### src/rtl/ebt_pkg.sv
package ebt_pkg;
  typedef enum logic [2:0] {
    PH_READ     = 3'd0,
    PH_WINDOW   = 3'd1,
    PH_ZFILL    = 3'd2,
    PH_ERASE    = 3'd3,
    PH_OVERTIME = 3'd4
  } phase_e;
endpackage

### src/rtl/ebt_window_timer.sv
module ebt_window_timer #(
  parameter int WIN_CYC = 5000
) (
  input  logic clk,
  input  logic rst,
  input  logic run_i,
  input  logic restart_i,
  output logic expire_o
);
  localparam int CW = $clog2(WIN_CYC + 1);
  localparam logic [CW-1:0] LAST = CW'(WIN_CYC - 1);

  logic [CW-1:0] cnt_q;

  assign expire_o = run_i && !restart_i && (cnt_q == LAST);

  always_ff @(posedge clk) begin
    if (rst || !run_i || restart_i || expire_o) cnt_q <= '0;
    else                                        cnt_q <= cnt_q + CW'(1);
  end


  win_range_chk: assert property (@(posedge clk) disable iff (rst)
    cnt_q <= LAST);


  restart_zero_chk: assert property (@(posedge clk) disable iff (rst)
    (run_i && restart_i) |=> (cnt_q == '0));
endmodule

### src/rtl/ebt_sector_map.sv
module ebt_sector_map #(
  parameter int NSEC  = 16,
  parameter int SEC_W = $clog2(NSEC)
) (
  input  logic             clk,
  input  logic             rst,
  input  logic             set_i,
  input  logic [SEC_W-1:0] set_idx_i,
  input  logic             clear_i,
  output logic [NSEC-1:0]  sel_q_o,
  output logic [NSEC-1:0]  sel_d_o
);
  logic [NSEC-1:0] sel_q;

  for (genvar i = 0; i < NSEC; i++) begin : g_bit
    always_comb begin
      if (clear_i)                                   sel_d_o[i] = 1'b0;
      else if (set_i && (set_idx_i == SEC_W'(i)))    sel_d_o[i] = 1'b1;
      else                                           sel_d_o[i] = sel_q[i];
    end

    always_ff @(posedge clk) begin
      if (rst) sel_q[i] <= 1'b0;
      else     sel_q[i] <= sel_d_o[i];
    end
  end

  assign sel_q_o = sel_q;


  set_mark_chk: assert property (@(posedge clk) disable iff (rst)
    (set_i && !clear_i) |=> sel_q[$past(set_idx_i)]);


  hold_chk: assert property (@(posedge clk) disable iff (rst)
    (!set_i && !clear_i) |=> $stable(sel_q));


  clear_chk: assert property (@(posedge clk) disable iff (rst)
    clear_i |=> (sel_q == '0));
endmodule

### src/rtl/ebt_erase_seq.sv
module ebt_erase_seq
  import ebt_pkg::*;
#(
  parameter int NSEC      = 16,
  parameter int ZFILL_CYC = 1000,
  parameter int ERASE_CYC = 2000,
  parameter int LIMIT_CYC = 40000
) (
  input  logic            clk,
  input  logic            rst,
  input  logic            sec_cmd_i,
  input  logic            other_cmd_i,
  input  logic            we_fall_i,
  input  logic            win_expire_i,
  input  logic [NSEC-1:0] sel_q_i,
  output phase_e          state_q_o,
  output phase_e          state_d_o,
  output logic            win_run_o,
  output logic            win_restart_o,
  output logic            map_set_o,
  output logic            map_clear_o
);
  localparam int MAX_A = (ZFILL_CYC > LIMIT_CYC) ? ZFILL_CYC : LIMIT_CYC;
  localparam int MAX_C = (MAX_A > NSEC * ERASE_CYC) ? MAX_A : NSEC * ERASE_CYC;
  localparam int CW    = $clog2(MAX_C + 2);
  localparam logic [CW-1:0] ZF_LAST = CW'(ZFILL_CYC - 1);
  localparam logic [CW-1:0] LIM_C   = CW'(LIMIT_CYC);
  localparam logic [CW-1:0] ER_C    = CW'(ERASE_CYC);

  phase_e        state_q, state_d;
  logic [CW-1:0] cnt_q, cnt_d, need_q, need_d, nsel, elapsed;

  always_comb begin
    nsel = '0;
    for (int i = 0; i < NSEC; i++) nsel = nsel + CW'(sel_q_i[i]);
  end

  assign elapsed       = cnt_q + CW'(1);
  assign win_run_o     = (state_q == PH_WINDOW);
  assign win_restart_o = sec_cmd_i || we_fall_i;

  always_comb begin
    state_d     = state_q;
    cnt_d       = cnt_q;
    need_d      = need_q;
    map_set_o   = 1'b0;
    map_clear_o = 1'b0;
    unique case (state_q)
      PH_READ: begin
        if (sec_cmd_i) begin
          state_d   = PH_WINDOW;
          map_set_o = 1'b1;
        end
      end
      PH_WINDOW: begin
        if (other_cmd_i) begin
          state_d     = PH_READ;
          map_clear_o = 1'b1;
        end else begin
          if (sec_cmd_i) map_set_o = 1'b1;
          if (win_expire_i) begin
            state_d = PH_ZFILL;
            cnt_d   = '0;
          end
        end
      end
      PH_ZFILL: begin
        if (cnt_q == ZF_LAST) begin
          state_d = PH_ERASE;
          cnt_d   = '0;
          need_d  = nsel * ER_C;
        end else begin
          cnt_d = elapsed;
        end
      end
      PH_ERASE: begin
        if (elapsed == need_q) begin
          state_d     = PH_READ;
          cnt_d       = '0;
          map_clear_o = 1'b1;
        end else if (elapsed == LIM_C) begin
          state_d = PH_OVERTIME;
          cnt_d   = '0;
        end else begin
          cnt_d = elapsed;
        end
      end
      PH_OVERTIME: begin
        if (other_cmd_i) begin
          state_d     = PH_READ;
          map_clear_o = 1'b1;
        end
      end
      default: state_d = PH_READ;
    endcase
  end

  always_ff @(posedge clk) begin
    if (rst) begin
      state_q <= PH_READ;
      cnt_q   <= '0;
      need_q  <= '0;
    end else begin
      state_q <= state_d;
      cnt_q   <= cnt_d;
      need_q  <= need_d;
    end
  end

  assign state_q_o = state_q;
  assign state_d_o = state_d;


  abort_chk: assert property (@(posedge clk) disable iff (rst)
    (state_q == PH_WINDOW && other_cmd_i) |=> (state_q == PH_READ));


  overtime_hold_chk: assert property (@(posedge clk) disable iff (rst)
    (state_q == PH_OVERTIME && !other_cmd_i) |=> (state_q == PH_OVERTIME));


  zfill_busy_chk: assert property (@(posedge clk) disable iff (rst)
    (state_q == PH_ZFILL) |=> (state_q == PH_ZFILL || state_q == PH_ERASE));


  erase_exit_chk: assert property (@(posedge clk) disable iff (rst)
    (state_q == PH_ERASE) |=> (state_q != PH_WINDOW && state_q != PH_ZFILL));
endmodule

### src/rtl/erase_batch_timer.sv
module erase_batch_timer
  import ebt_pkg::*;
#(
  parameter int NSEC      = 16,
  parameter int SEC_W     = $clog2(NSEC),
  parameter int WIN_CYC   = 5000,
  parameter int ZFILL_CYC = 1000,
  parameter int ERASE_CYC = 2000,
  parameter int LIMIT_CYC = 40000
) (
  input  logic             clk,
  input  logic             rst,
  input  logic             sec_cmd_i,
  input  logic [SEC_W-1:0] sec_idx_i,
  input  logic             other_cmd_i,
  input  logic             susp_cmd_i,
  input  logic             we_fall_i,
  input  logic [SEC_W-1:0] poll_sec_i,
  output logic [2:0]       phase_o,
  output logic             dq7_o,
  output logic             dq5_o,
  output logic [NSEC-1:0]  wr_mask_o
);
  phase_e          state_q, state_d;
  logic            win_run, win_restart, win_expire;
  logic            map_set, map_clear;
  logic [NSEC-1:0] sel_q, sel_d;
  logic            busy_d, poll_hit_d, susp_seen;

  ebt_window_timer #(.WIN_CYC(WIN_CYC)) u_timer (
    .clk       (clk),
    .rst       (rst),
    .run_i     (win_run),
    .restart_i (win_restart),
    .expire_o  (win_expire)
  );

  ebt_sector_map #(.NSEC(NSEC), .SEC_W(SEC_W)) u_map (
    .clk       (clk),
    .rst       (rst),
    .set_i     (map_set),
    .set_idx_i (sec_idx_i),
    .clear_i   (map_clear),
    .sel_q_o   (sel_q),
    .sel_d_o   (sel_d)
  );

  ebt_erase_seq #(
    .NSEC      (NSEC),
    .ZFILL_CYC (ZFILL_CYC),
    .ERASE_CYC (ERASE_CYC),
    .LIMIT_CYC (LIMIT_CYC)
  ) u_seq (
    .clk           (clk),
    .rst           (rst),
    .sec_cmd_i     (sec_cmd_i),
    .other_cmd_i   (other_cmd_i),
    .we_fall_i     (we_fall_i),
    .win_expire_i  (win_expire),
    .sel_q_i       (sel_q),
    .state_q_o     (state_q),
    .state_d_o     (state_d),
    .win_run_o     (win_run),
    .win_restart_o (win_restart),
    .map_set_o     (map_set),
    .map_clear_o   (map_clear)
  );

  // suspend needs no action inside the accept window; it is only observed
  assign susp_seen  = susp_cmd_i && (state_q == PH_WINDOW);
  assign busy_d     = (state_d == PH_ZFILL) || (state_d == PH_ERASE);
  assign poll_hit_d = (state_d != PH_READ) && sel_d[poll_sec_i];

  always_ff @(posedge clk) begin
    if (rst) begin
      dq7_o     <= 1'b1;
      dq5_o     <= 1'b0;
      wr_mask_o <= '0;
    end else begin
      dq7_o     <= !poll_hit_d;
      dq5_o     <= (state_d == PH_OVERTIME);
      wr_mask_o <= busy_d ? sel_d : '0;
    end
  end

  assign phase_o = state_q;


  read_dq7_chk: assert property (@(posedge clk) disable iff (rst)
    (phase_o == 3'(PH_READ)) |-> dq7_o);


  mask_idle_chk: assert property (@(posedge clk) disable iff (rst)
    (phase_o != 3'(PH_ZFILL) && phase_o != 3'(PH_ERASE)) |-> (wr_mask_o == '0));


  dq5_phase_chk: assert property (@(posedge clk) disable iff (rst)
    dq5_o |-> (phase_o == 3'(PH_OVERTIME)));


  susp_keep_chk: assert property (@(posedge clk) disable iff (rst)
    (susp_seen && !other_cmd_i) |=> (phase_o != 3'(PH_READ)));
endmodule

### config.mk
export PLATFORM = sky130hd
export DESIGN_NAME = erase_batch_timer
export DESIGN_NICKNAME = d
export VERILOG_FILES = /design/src/rtl/ebt_pkg.sv /design/src/rtl/ebt_window_timer.sv /design/src/rtl/ebt_sector_map.sv /design/src/rtl/ebt_erase_seq.sv /design/src/rtl/erase_batch_timer.sv
export SDC_FILE = /design/constraint.sdc
export NUM_CORES = 1
export LEC_CHECK = 0
export ABC_AREA = 1
export BUFFER_PORTS_ARGS = -buffer_cell sky130_fd_sc_hd__clkbuf_2
export CAP_MARGIN = 40
export CORE_MARGIN = 8
export CORE_UTILIZATION = 50
export CTS_BUF_LIST = sky130_fd_sc_hd__clkbuf_8
export CTS_CLUSTER_DIAMETER = 50
export DETAILED_ROUTE_END_ITERATION = 10
export GPL_TIMING_DRIVEN = 1
export PLACE_DENSITY = 0.71
export SETUP_SLACK_MARGIN = 0.2
export SYNTH_ARGS = -nofsm -noshare
export SYNTH_HDL_FRONTEND = slang
export SYNTH_SLANG_ARGS = --single-unit
export TNS_END_PERCENT = 5
### constraint.sdc
create_clock -name clk -period 7.07 [get_ports clk]
set_input_delay 1.414 -clock clk [delete_from_list [all_inputs] [get_ports clk]]
set_output_delay 1.414 -clock clk [all_outputs]
set_load 0.005 [all_outputs]
==> impl_metrics.toml <==
[die]
die-area_um2 = 13600
die_h_um = 117
core_um2 = 9820
boundaryPins = 35
chipWidth_um = 117
num_rows = 36
initial_core_util_pct = 51.7

[synthesis]
synth-edff-count = 0
synth_cell_types = 39
yosysSeqAreaShare_pct = 30.8
yosysWarnings = 0
synthCells = 706
syn-num-nets = 777
synth-async-reset-ratio_pct = 0
avgSynthCellArea_um2 = 7.19
yosys_most_used_dff = "dfxtp_1"
syn_area_um2 = 5070
ys_ff_latch = 78

[job]
cap_violations = 0

[final_layout]
mostFrequentLayoutCells = "140 x nand2_1, 115 x inv_1, 79 x nor2_1"
diodes = 0
final_common_cell = "nand2_1"
fill_cells = 980
finalNetCount = 815
multi_input_area_um2 = 3030
drive_gt1_share_pct = 11.2
area_growth_pct = 10.8
seq_area_um2 = 1560

[timing]
fin_crit_ns = 6.77
rsz0062_at_grt = "true"
tns_ns = 0
hold_violations = 0
setup_viol = 0
finClkSkew_ns = 0.0140
worst_pin_slew_ns = 0.753
hold_slack_ns = 0.454
slew_headroom_pct = 49.6
fmax_ghz = 0.148
min_period_over_period_pct = 95.7
slew_violations = 0

[clock_network]
cts_buffers = 9
cts_buffer_depth = 2
clk_latency_ns = 0.36
clkSinkCount = 78
clk_pin_slew_ns = 0.09
cts_max_level = 3
cts_tree = "yes"
postCtsHoldBufs = 0
clockRootBuffer = "clkbuf_8"

[global_routing]
grt_usage_pct = 18.5
grt.overflow.total = 0
antenna_found_initial = 0
grt_pass1_vias = 4544
grt_pass1_wl_um = 20200
grt_start_max_net_pins = 27

[drt]
drtIter0Drc = 321
dr.pass1.iters = 5
wire_per_inst_um = 13.2
drcViolationCount = 0
drtAntennaViolNets = 0
vias = 4665
wirelength_um = 11600
routed_via_density = 5.29

[critical_path]
crit_fanout = 3
worstSetupPathType = "flop to flop"
required_ns = 7.33
start_kind = "flop"
worstPathArrival_ns = 7.03
end_kind = "flop"

[place]
port_buffers = 33
dp_hpwl_um = 8960
place.gp.congestion = 0.946

[status]
outcome = "finished, final reports clean"

[power_and_ir_drop]
p_leak_nw = 2.57
ir_drop_uv = 108
p_per_area_nw_per_um2 = 157

[worst_hold_path]
hold_class = "flop to flop"
==> final cells by class <==
class                   count  area share, %
repair buffers             41           4.00
flip-flops and latches     78           27.8
inverters                 119           7.96
well taps                 133           2.96
clock inverters             6          0.934
clock buffers              10           2.45
multi-input cells         495           53.9
==> cells by family (layout without fill, tap and decap cells) <==
| group | after synthesis | count (layout) | share of synthesized area [%] |
|---|---|---|---|
| adders and majority gates | 57 | 57 | 17.0 |
| AOI/OAI and AO/OA | 86 | 86 | 9.91 |
| xor gates and xnor gates | 9 | 9 | 1.55 |
| and+or+nand+nor | 343 | 343 | 30.6 |
| buffers and inverters | 133 | 176 | 10.2 |
| DFF | 78 | 78 | 30.8 |
==> power breakdown <==
part           internal (W)  switching [W]  total, W
clock              0.000143       0.000185  0.000329
sequential         0.000441     0.00000144  0.000443
combinational     0.0000443      0.0000675  0.000112
total              0.000629       0.000254  0.000883
==> state kept, by name, summed over array words and instances (netlist names) <==
name	count
u_seq.cnt_q	16
dq5_o	1
u_seq.state_q_o	3
u_map.sel_q_o	16
u_seq.need_q	12
wr_mask_o	16
dq7_o	1
u_timer.cnt_q	13
==> final timing paths <==
| kind | startpoint | end | slack [ns] | cells past startpoint |
|---|---|---|---|---|
| setup / recovery | u_map.sel_q_o[1] | u_seq.need_q[14] | 0.30 | 26 |
| hold / removal | u_timer.cnt_q[0] | u_timer.cnt_q[0] | 0.45 | 1 |
| setup reg to reg | u_map.sel_q_o[1] | u_seq.need_q[14] | 0.30 | 26 |
| hold reg to reg | u_timer.cnt_q[0] | u_timer.cnt_q[0] | 0.45 | 1 |
==> cell usage after synthesis (5+ instances only) <==
master / count / area share [%]
nand4_1: 20 / 2.5
o21ai_0: 31 / 3.1
nor3_1: 10 / 0.99
ha_1: 37 / 9.1
inv_1: 115 / 8.5
xor2_1: 7 / 1.2
nand2_1: 140 / 10
nand3_1: 65 / 6.4
nor2_1: 81 / 6.0
o22ai_1: 6 / 0.74
dfxtp_1: 78 / 31
nor4_1: 5 / 0.62
a21oi_1: 28 / 2.8
o2bb2ai_1: 6 / 1.0
fa_1: 20 / 7.9
clkbuf_1: 8 / 0.59
==> metal layers <==
layer  track usage, %  up-vias  share of wire, %
li1                 -     2368                 -
met1             22.0     2144                43
met2             31.7      131                49
met3             4.24       22               5.2
met4             7.51        0               2.0
met5                0        -                 0
==> through the flow <==
step	util (%)	power (W)	std cells	area [um2]	setup slack, ns
after floorplan	-	0.000529	706	5070	0.206
after global placement	54.8	0.000552	864	5380	0.112
after detailed placement	54.9	0.000556	865	5390	0.0483
after CTS	57.2	0.000891	882	5620	0.212
after global routing	57.3	0.000926	882	5630	-0.0726
final	57.3	0.000883	882	5630	0.302
==> worst max-delay path, cell delays in order (launching register included) <==
cell	delay, ns
dfxtp_1	0.32
ha_1	0.26
inv_1	0.05
fa_1	0.50
fa_1	0.43
fa_1	0.50
fa_1	0.42
fa_1	0.36
inv_1	0.09
fa_1	0.43
buf_4	0.17
fa_1	0.52
inv_1	0.05
fa_1	0.47
fa_1	0.55
inv_1	0.04
ha_1	0.29
ha_1	0.31
inv_1	0.09
nor2_1	0.06
nor2_2	0.13
nor2_1	0.06
nor2_1	0.09
o21bai_1	0.08
o21ai_0	0.15
a21oi_1	0.06
a211oi_1	0.18
==> repair_timing <==
| action | 4_1_cts | 5_1_grt |
|---|---|---|
| gates resized for setup | 5 | 3 |
| pin swaps | 5 | 4 |
| buffers inserted | 1 | 0 |
| setup endpoints to repair | 2 | 3 |
Note: power is estimated with default switching activity, not from simulation.
